==> src/rtl/pdseq_pkg.sv <==
package pdseq_pkg;

  typedef enum logic [1:0] {
    PD_RUN  = 2'b00,
    PD_SOFT = 2'b01,
    PD_HARD = 2'b10,
    PD_WARM = 2'b11
  } pd_state_e;

  typedef enum logic [1:0] {
    RK_NONE    = 2'b00,
    RK_CALL    = 2'b01,
    RK_NEXT    = 2'b10,
    RK_RESTART = 2'b11
  } resume_e;

  typedef struct packed {
    logic alu;
    logic tmr;
    logic osc;
  } gate_t;

  // Resume code chosen by the wake source; reset dominates.
  function automatic resume_e wake_kind(input logic rst_wake, input logic ie);
    if (rst_wake)  return RK_RESTART;
    else if (ie)   return RK_CALL;
    else           return RK_NEXT;
  endfunction

  // Clock enables per state.
  function automatic gate_t gates_for(input pd_state_e s);
    gate_t g;
    case (s)
      PD_RUN:  g = '{alu: 1'b1, tmr: 1'b1, osc: 1'b1};
      PD_SOFT: g = '{alu: 1'b0, tmr: 1'b1, osc: 1'b1};
      PD_HARD: g = '{alu: 1'b0, tmr: 1'b0, osc: 1'b0};
      default: g = '{alu: 1'b0, tmr: 1'b0, osc: 1'b1};
    endcase
    return g;
  endfunction

  // Sleep depth picked from the decoder requests; deep sleep wins.
  function automatic pd_state_e sleep_pick(input logic halt, input logic stop);
    if (stop)      return PD_HARD;
    else if (halt) return PD_SOFT;
    else           return PD_RUN;
  endfunction

endpackage

==> src/rtl/pdseq_stab_cnt.sv <==
module pdseq_stab_cnt #(
  parameter int CNT_W       = 16,
  parameter int STAB_CYCLES = 64
) (
  input  logic clk,
  input  logic rst_n,
  input  logic load,
  input  logic run,
  output logic expired
);
  localparam logic [CNT_W-1:0] LOAD_VAL = CNT_W'(STAB_CYCLES - 1);

  logic [CNT_W-1:0] cnt_q;

  always_ff @(posedge clk or negedge rst_n) begin
    if (!rst_n)                      cnt_q <= '0;
    else if (load)                   cnt_q <= LOAD_VAL;
    else if (run && cnt_q != '0)     cnt_q <= cnt_q - 1'b1;
  end

  assign expired = (cnt_q == '0);
endmodule

==> src/rtl/pdseq_fsm.sv <==
module pdseq_fsm
  import pdseq_pkg::*;
(
  input  logic      clk,
  input  logic      rst_n,
  input  logic      halt_req,
  input  logic      stop_req,
  input  logic      core_rst,
  input  logic      host_wr,
  input  logic      ibf_ie,
  input  logic      stab_done,
  output pd_state_e state,
  output logic      cnt_load,
  output logic      wake_evt,
  output logic      resume_valid,
  output resume_e   resume_kind
);
  pd_state_e state_q, state_d;
  resume_e   pend_q, pend_d, fire_kind;
  logic      fire, valid_q;
  resume_e   kind_q;
  resume_e   kind_now;

  assign wake_evt = core_rst | host_wr;
  assign kind_now = wake_kind(core_rst, ibf_ie);

  always_comb begin
    state_d   = state_q;
    pend_d    = pend_q;
    fire      = 1'b0;
    fire_kind = RK_NONE;
    cnt_load  = 1'b0;
    case (state_q)
      PD_RUN: begin
        if (!core_rst) state_d = sleep_pick(halt_req, stop_req);
      end
      PD_SOFT: begin
        if (wake_evt) begin
          state_d   = PD_RUN;
          fire      = 1'b1;
          fire_kind = kind_now;
        end
      end
      PD_HARD: begin
        if (wake_evt) begin
          state_d  = PD_WARM;
          pend_d   = kind_now;
          cnt_load = 1'b1;
        end
      end
      default: begin
        if (core_rst) pend_d = RK_RESTART;
        if (stab_done) begin
          state_d   = PD_RUN;
          fire      = 1'b1;
          fire_kind = core_rst ? RK_RESTART : pend_q;
          pend_d    = RK_NONE;
        end
      end
    endcase
  end

  always_ff @(posedge clk or negedge rst_n) begin
    if (!rst_n) begin
      state_q <= PD_RUN;
      pend_q  <= RK_NONE;
      valid_q <= 1'b0;
      kind_q  <= RK_NONE;
    end else begin
      state_q <= state_d;
      pend_q  <= pend_d;
      valid_q <= fire;
      kind_q  <= fire ? fire_kind : RK_NONE;
    end
  end

  assign state        = state_q;
  assign resume_valid = valid_q;
  assign resume_kind  = kind_q;
endmodule

==> src/rtl/pdseq_top.sv <==
module pdseq_top
  import pdseq_pkg::*;
#(
  parameter int CNT_W       = 16,
  parameter int STAB_CYCLES = 64
) (
  input  logic       clk,
  input  logic       rst_n,
  input  logic       halt_req,
  input  logic       stop_req,
  input  logic       core_rst,
  input  logic       host_wr,
  input  logic       ibf_ie,
  output logic       alu_clk_en,
  output logic       tmr_clk_en,
  output logic       osc_en,
  output logic [1:0] pd_state,
  output logic       resume_valid,
  output logic [1:0] resume_kind,
  output logic       ibf_set
);
  pd_state_e state;
  resume_e   kind;
  gate_t     gates;
  logic      cnt_load, stab_expired, stab_done, wake_evt;

  pdseq_fsm u_fsm (
    .clk          (clk),
    .rst_n        (rst_n),
    .halt_req     (halt_req),
    .stop_req     (stop_req),
    .core_rst     (core_rst),
    .host_wr      (host_wr),
    .ibf_ie       (ibf_ie),
    .stab_done    (stab_done),
    .state        (state),
    .cnt_load     (cnt_load),
    .wake_evt     (wake_evt),
    .resume_valid (resume_valid),
    .resume_kind  (kind)
  );

  pdseq_stab_cnt #(.CNT_W(CNT_W), .STAB_CYCLES(STAB_CYCLES)) u_cnt (
    .clk     (clk),
    .rst_n   (rst_n),
    .load    (cnt_load),
    .run     (state == PD_WARM),
    .expired (stab_expired)
  );

  assign stab_done  = stab_expired && (state == PD_WARM);
  assign gates      = gates_for(state);
  assign alu_clk_en = gates.alu;
  assign tmr_clk_en = gates.tmr;
  assign osc_en     = gates.osc;
  assign pd_state   = state;
  assign resume_kind = kind;
  assign ibf_set    = host_wr;
endmodule

==> config.mk <==
export PLATFORM = sky130hd
export DESIGN_NAME = pdseq_top
export DESIGN_NICKNAME = d
export VERILOG_FILES = /design/src/rtl/pdseq_pkg.sv /design/src/rtl/pdseq_stab_cnt.sv /design/src/rtl/pdseq_fsm.sv /design/src/rtl/pdseq_top.sv
export SDC_FILE = /design/constraint.sdc
export NUM_CORES = 1
export LEC_CHECK = 0
export BUFFER_PORTS_ARGS = -buffer_cell sky130_fd_sc_hd__buf_2
export CELL_PAD_IN_SITES_DETAIL_PLACEMENT = 0
export CELL_PAD_IN_SITES_GLOBAL_PLACEMENT = 1
export CORE_MARGIN = 2
export CORE_UTILIZATION = 48
export CTS_CLUSTER_DIAMETER = 120
export CTS_CLUSTER_SIZE = 28
export DETAILED_ROUTE_END_ITERATION = 8
export PLACE_DENSITY_LB_ADDON = 0.1
export SYNTH_ARGS = -nofsm -noshare
export SYNTH_HDL_FRONTEND = slang
export SYNTH_SLANG_ARGS = --single-unit
==> constraint.sdc <==
create_clock -name clk -period 6.3 [get_ports clk]
set_clock_uncertainty 0.15 [all_clocks]
set_input_delay 1.89 -clock clk [delete_from_list [all_inputs] [get_ports clk]]
set_output_delay 1.89 -clock clk [all_outputs]
set_load 0.03 [all_outputs]
==> results of run 1 <==
==> registers in the layout, summed over array words and instances, names as in the netlist <==
register,cells
u_cnt.cnt_q,16
u_fsm.resume_kind,2
u_fsm.pend_q,2
u_fsm.state,2
u_fsm.resume_valid,1
==> through the flow <==
stage          instance area [sq um]  total power (uW)  hold WS (ps)
2_1_floorplan                   1496             396.7         373.2
3_3_place_gp                    1568             455.8         401.9
3_5_place_dp                    1568             460.7         409.5
4_1_cts                         1594             530.4         438.2
5_1_grt                         1594             568.9         445.8
6_report                        1594             526.0         444.0
==> power groups by stage <==
stage / Combinational (uW) / Sequential [uW] / Clock (uW)
after floorplan: 176 / 221 / 0
after global placement: 258 / 198 / 0
after detailed placement: 262 / 199 / 0
after CTS: 264 / 195 / 71.4
after global routing: 291 / 200 / 78.0
final: 262 / 195 / 69.0
==> layer usage <==
| layer | up-vias | track usage |
|---|---|---|
| met5 | - | 0 |
| met4 | 0 | 0.04762 |
| met3 | 2 | 0.04545 |
| met2 | 16 | 0.2640 |
| met1 | 579 | 0.2901 |
| li1 | 602 | - |
==> cell type report <==
class | instances | area [sq um]
Fill cell | 268 | 1409
Multi-Input combinational cell | 114 | 842.1
Sequential cell | 23 | 575.6
Timing Repair Buffer | 15 | 75.07
Tap cell | 33 | 41.29
Inverter | 9 | 33.78
Clock buffer | 4 | 26.28
==> logic make-up after synthesis <==
family / after synthesis / share of synthesized area
compound gates: 40 / 0.2115
xor+xnor: 5 / 0.02926
fa+ha+maj: 8 / 0.06689
buf+inv: 16 / 0.05267
flops: 23 / 0.3846
mux: 2 / 0.01338
simple gates: 59 / 0.2416
==> placed cells by master (no fill, tap or decap), types with 2 or more instances in the layout <==
cell,synthesis,layout
o211ai_1,2,2
buf_2,0,15
nor4_2,2,2
nand2b_1,2,2
or4_1,3,3
xnor2_1,5,5
nor2_1,16,16
clkbuf_4,0,3
mux2i_1,2,2
o31ai_1,2,2
nand4_1,2,2
inv_1,9,9
dfrtp_1,23,23
a21oi_1,11,11
or3_1,6,6
o21ai_1,6,6
nor4_1,7,7
ha_1,8,8
o21a_1,2,2
or4_4,3,3
a41oi_1,2,2
nor3_1,3,3
a311o_1,2,2
nand2_1,7,7
a31oi_1,2,2
==> worst max path at each step <==
stage / from / to / slack (ps) / depth (start not counted)
6_report: host_wr / ibf_set / 2000 / 2
5_1_grt: host_wr / ibf_set / 1960 / 2
4_1_cts: host_wr / ibf_set / 2000 / 2
3_5_place_dp: host_wr / ibf_set / 2000 / 2
3_3_place_gp: host_wr / ibf_set / 2010 / 2
2_1_floorplan: host_wr / ibf_set / 2230 / 1
==> out/qor.yml, run 1 <==
routing:
  drt_wl_total_um: 3030
  wl_per_cell_um: 15.30
  drt_iter0_markers: 66
  drt_first_pass_iters: 4
  via_count: 1199
  wl_met1_um: 1546
  top_layer_used: "met4"
  ant_nets: 0
  drc: 0
  wl_met2_um: 1354
  wl_met3_um: 104
  viasPerCell: 6.056
synth:
  avgSynthCellArea_sq_um: 9.781
  synth_ff_type: "dfrtp_1"
  synth_edf_count: 0
  syn_nets: 168
  netlist_area_sq_um: 1496
  synth_cells: 153
  ys_warn_count: 0
  async_reset_ff_frac: 1.000
  synthTopCellsByArea: "dfrtp_1 (38%), ha_1 (6.7%), nor2_1 (4.0%), a21oi_1 (3.7%), nor4_1 (2.9%)"
  synth_most_common_cell: "dfrtp_1"
  synth_area_leader_cell: "dfrtp_1"
  ys_types: 45
  ys_ff_latch: 23
  yosysSeqAreaShare: 0.3846
  synth_common_cells: "dfrtp_1 (23), nor2_1 (16), a21oi_1 (11)"
  synth_top_area_frac: 0.3846
finish:
  syn_to_final_growth_pct: 6.522
  final_cells: 198
  final_util: 0.5308
  drive_gt1_frac: 0.2000
  fin_nets: 181
  diodes: 0
global_routing:
  grt_max_degree: 24
  grt_overflow_total: 0
  grt_pass1_vias: 1039
  track_usage: 0.1892
  grt_pass1_wl_um: 5064
  antenna_found_initial: 0
critical_path:
  cp-start-kind: "input pin"
  path_class: "in -> out"
  critical_path_arrival_ps: 2260
  path_common_cell: "buf_2"
  ff2ff_setup_slack_ps: 3880
  rr_endpoint: "u_cnt.cnt_q[5]$_DFFE_PN0P_"
  r2r.worst_path.cells: 6
  path_buf_inv: 2
  reg2reg_from: "u_cnt.cnt_q[0]$_DFFE_PN0P_"
  worstPathMaxFanout: 9
  crit_slowest_cell: "buf_2"
  worstSetupEndpointType: "output pin"
  critical-path-top-delay-family: "buffers and inverters"
  critPathMaxStageDelay_ps: 220
  cp_cell_sequence: "buf_2 > buf_2"
  worstPathRequired_ps: 4260
clock_tree:
  htree_levels: 1
  clk_pin_slew_worst_paths_ps: 120
  clk_path_buf_depth: 2
  cts.repair.resized: 0
  ctsHoldBuffers: 0
  root_buffer: "clkbuf_4"
  cts_buffers: 3
  post_cts_buffers: 0
  cts.sinks: 23
  clkLatencyLatePin_ps: 310
  cts_tree: "built"
sta:
  clock.fmax_ghz: 0.2324
  hold_violations: 0
  fin_crit_ps: 4303
  setup_tns_ps: 0
  rsz0062_at_grt: "false"
  finalSetupViolCount: 0
  slew_viol_final: 0
  period_share: 0.6830
  fin_ws_ps: 1997
  slew_headroom: 0.5260
  worst_slew_pin_slew_ps: 708.6
die:
  die_h_um: 59.84
  pin_count: 16
  start_util: 0.4983
  num_rows: 20
  coreArea_sq_um: 3003
  die_w_um: 59.84
  die_area_sq_um: 3580
hold_path:
  min_to: "u_fsm.resume_kind[0]$_DFF_PN0_"
  hold_class: "reg -> reg"
  min-delay-start: "u_fsm.pend_q[0]$_DFFE_PN0P_"
  hold_depth: 1
placed_design:
  gp_congestion: 0.7662
  portBuffers: 15
  dp_slack_ps: 1997
  placed_cells: 194
  hpwl_um: 2201
flow_run:
  drv_cap: 0
outcome:
  status: "finished clean"
power:
  p_int_uw: 287.3
  p_sw_uw: 238.7
  combPwrFrac: 0.498
  p_seq_frac: 0.371
  swShare: 0.4538
  ir_worst_vdd_mv: 0.2428
  power.leakage_uw: 0.0006472
  p_per_area_nw_per_um2: 330.0
  p_clk_frac: 0.131
Note: power is estimated with default switching activity, not from simulation.
==> inputs of run 2 (changes only) <==
ABC_AREA = 1   (was default)
CORE_UTILIZATION = 38   (was 48)
clock period = 3.6 ns   (was 6.3 ns; I/O delays follow)
==> out/qor.yml, run 2 <==
outcome:
  status: "finished clean"
synth:
  synth_edf_count: 0  # unchanged
  synth_common_cells: "nand2_1 (70), nor2_1 (37), inv_1 (25)"
  synth_most_common_cell: "nand2_1"
  ys_ff_latch: 23  # unchanged
  synth_ff_type: "dfrtp_1"
  netlist_area_sq_um: 1540  # +2.9%
  async_reset_ff_frac: 1.000  # unchanged
  synth_area_leader_cell: "dfrtp_1"
  syn_nets: 237  # +41%
  ys_warn_count: 0  # unchanged
  yosysSeqAreaShare: 0.3737  # -0.01094
  synth_cells: 222  # +45%
  synth_top_area_frac: 0.3737  # -0.01094
  ys_types: 27  # -40%
  synthTopCellsByArea: "dfrtp_1 (37%), nand2_1 (17%), nor2_1 (9.0%), ha_1 (6.5%), inv_1 (6.1%)"
  avgSynthCellArea_sq_um: 6.938  # -29%
die:
  die_h_um: 67.67  # +13%
  pin_count: 16  # unchanged
  die_area_sq_um: 4579  # +28%
  coreArea_sq_um: 3943  # +31%
  start_util: 0.3907  # -0.1077
  die_w_um: 67.67  # +13%
  num_rows: 23  # +15%
clock_tree:
  cts_buffers: 3  # unchanged
  clkLatencyLatePin_ps: 260  # -50 ps
  htree_levels: 1  # unchanged
  post_cts_buffers: 0  # unchanged
  root_buffer: "clkbuf_8"
  clk_path_buf_depth: 2  # unchanged
  cts.sinks: 23  # unchanged
  cts.repair.resized: 0  # unchanged
  ctsHoldBuffers: 0  # unchanged
  cts_tree: "built"
  clk_pin_slew_worst_paths_ps: 80  # -40 ps
critical_path:
  worstPathMaxFanout: 6  # -3
  worstPathRequired_ps: 2370  # -1890 ps
  worstSetupEndpointType: "output pin"
  critPathMaxStageDelay_ps: 460  # +240 ps
  path_common_cell: "inv_1"
  path_class: "reg -> out"
  cp-start-kind: "flip-flop"
  cp_cell_sequence: "inv_1 > ha_1 > inv_1 > a21oi_1 > buf_2"
  crit_slowest_cell: "dfrtp_1"
  critical_path_arrival_ps: 1560  # -700 ps
routing:
  drt_wl_total_um: 3447  # +14%
  ant_nets: 0  # unchanged
  drt_iter0_markers: 68  # +3.0%
  drt_first_pass_iters: 4  # unchanged
  via_count: 1383  # +15%
  wl_per_cell_um: 11.93  # -22%
  drc: 0  # unchanged
  viasPerCell: 4.785  # -21%
finish:
  diodes: 0  # unchanged
  seqCellArea_sq_um: 575.6  # unchanged
  fin_nets: 255  # +41%
  top_register: "u_cnt.cnt_q"
  mostFrequentLayoutCells: "nand2_1 (70), nor2_1 (37), inv_1 (25)"
  drive_gt1_frac: 0.1213  # -0.07866
  multi_input_area_sq_um: 845.8  # +0.45%
  largest_reg_flops: 16  # unchanged
  fill_cells: 430  # +60%
  syn_to_final_growth_pct: 11.05
  final_common_cell: "nand2_1"
sta:
  slew_headroom: 0.6341  # +0.1081
  worst_slew_pin_slew_ps: 548.9  # -159.7 ps
  setup_tns_ps: 0  # unchanged
  hold_violations: 0  # unchanged
  rsz0062_at_grt: "false"
  finalSetupViolCount: 0  # unchanged
  fin_crit_ps: 2791
  clock.fmax_ghz: 0.3583
  slew_viol_final: 0  # unchanged
  fin_ws_ps: 809.3  # -1188 ps
  period_share: 0.7752
power:
  ir_worst_vdd_mv: 0.3739  # +54%
  p_per_area_nw_per_um2: 726.5  # +120%
  power.leakage_uw: 0.0009510  # +47%
global_routing:
  grt_pass1_wl_um: 5934  # +17%
  track_usage: 0.1709  # -0.01835
  grt_overflow_total: 0  # unchanged
  grt_max_degree: 24  # unchanged
  grt_pass1_vias: 1250  # +20%
  antenna_found_initial: 0  # unchanged
placed_design:
  dp_slack_ps: 1022  # -975.1 ps
  gp_congestion: 0.7670  # +0.10%
  portBuffers: 15  # unchanged
  hpwl_um: 2580  # +17%
hold_path:
  hold_class: "reg -> reg"
flow_run:
  drv_cap: 0  # unchanged
-- run 2: stage by stage --
stage	std cells	util	cell area (sq um)	hold WS, ps	power, uW
after detailed placement	285	0.4224	1665	368.8	1085
after CTS	289	0.4338	1710	387.5	1259
after global placement	285	0.4224	1665	363.2	1091
final	289	0.4338	1710	379.0	1243
after floorplan	222	-	1540	333.2	929.6
after global routing	289	0.4338	1710	433.3	1378
-- run 2: report_power, final --
group | switching [uW] | leakage (uW) | internal, uW
clock | 85.7 | 0.0000228 | 79.0
sequential | 66.4 | 0.000295 | 328
combinational | 469 | 0.000633 | 214
total | 621 | 0.000951 | 622
-- run 2: path summary, 6_finish.rpt --
| check | from | to | slack (ps) | cells after the start |
|---|---|---|---|---|
| min in group asynchronous | rst_n | u_cnt.cnt_q[13]$_DFFE_PN0P_ | 640 | 1 |
| min reg2reg | u_fsm.pend_q[0]$_DFFE_PN0P_ | u_fsm.pend_q[0]$_DFFE_PN0P_ | 380 | 2 |
| max | u_fsm.state[0]$_DFFE_PN0P_ | tmr_clk_en | 810 | 5 |
| max reg2reg | u_fsm.state[0]$_DFFE_PN0P_ | u_cnt.cnt_q[6]$_DFFE_PN0P_ | 1400 | 9 |
| max in group asynchronous | rst_n | u_fsm.pend_q[0]$_DFFE_PN0P_ | 2290 | 1 |
| min | u_fsm.pend_q[0]$_DFFE_PN0P_ | u_fsm.pend_q[0]$_DFFE_PN0P_ | 380 | 2 |
-- run 2: cells by family after synthesis --
| logic type | Yosys count | share of synthesized area |
|---|---|---|
| AO/OA/AOI/OAI | 18 | 0.06661 |
| AND/OR/NAND/NOR | 142 | 0.4062 |
| flip-flops | 23 | 0.3737 |
| buffers and inverters | 29 | 0.07717 |
| XOR/XNOR | 2 | 0.01137 |
| adder cells (fa/ha/maj) | 8 | 0.06499 |
-- run 2: final cells by class --
cell class	count	area share
clock buffers	4	0.02634
inverters	27	0.06218
flip-flops and latches	23	0.3365
repair buffers	15	0.04389
multi-input cells	170	0.4945
well taps	50	0.03658
-- run 2: critical path, delay by kind of cell, from the launching register on --
| family | cells | cell delay, ps |
|---|---|---|
| compound gates | 1 | 140 |
| flops | 1 | 460 |
| buf+inv | 3 | 460 |
| fa+ha+maj | 1 | 240 |
-- run 2: per-layer routing --
layer	wire length (um)	vias to the layer above	track usage
met1	1871	628	0.2536
met5	0	-	0
met3	78	2	0.02000
met4	17	0	0.04592
met2	1480	16	0.2598
li1	-	737	-
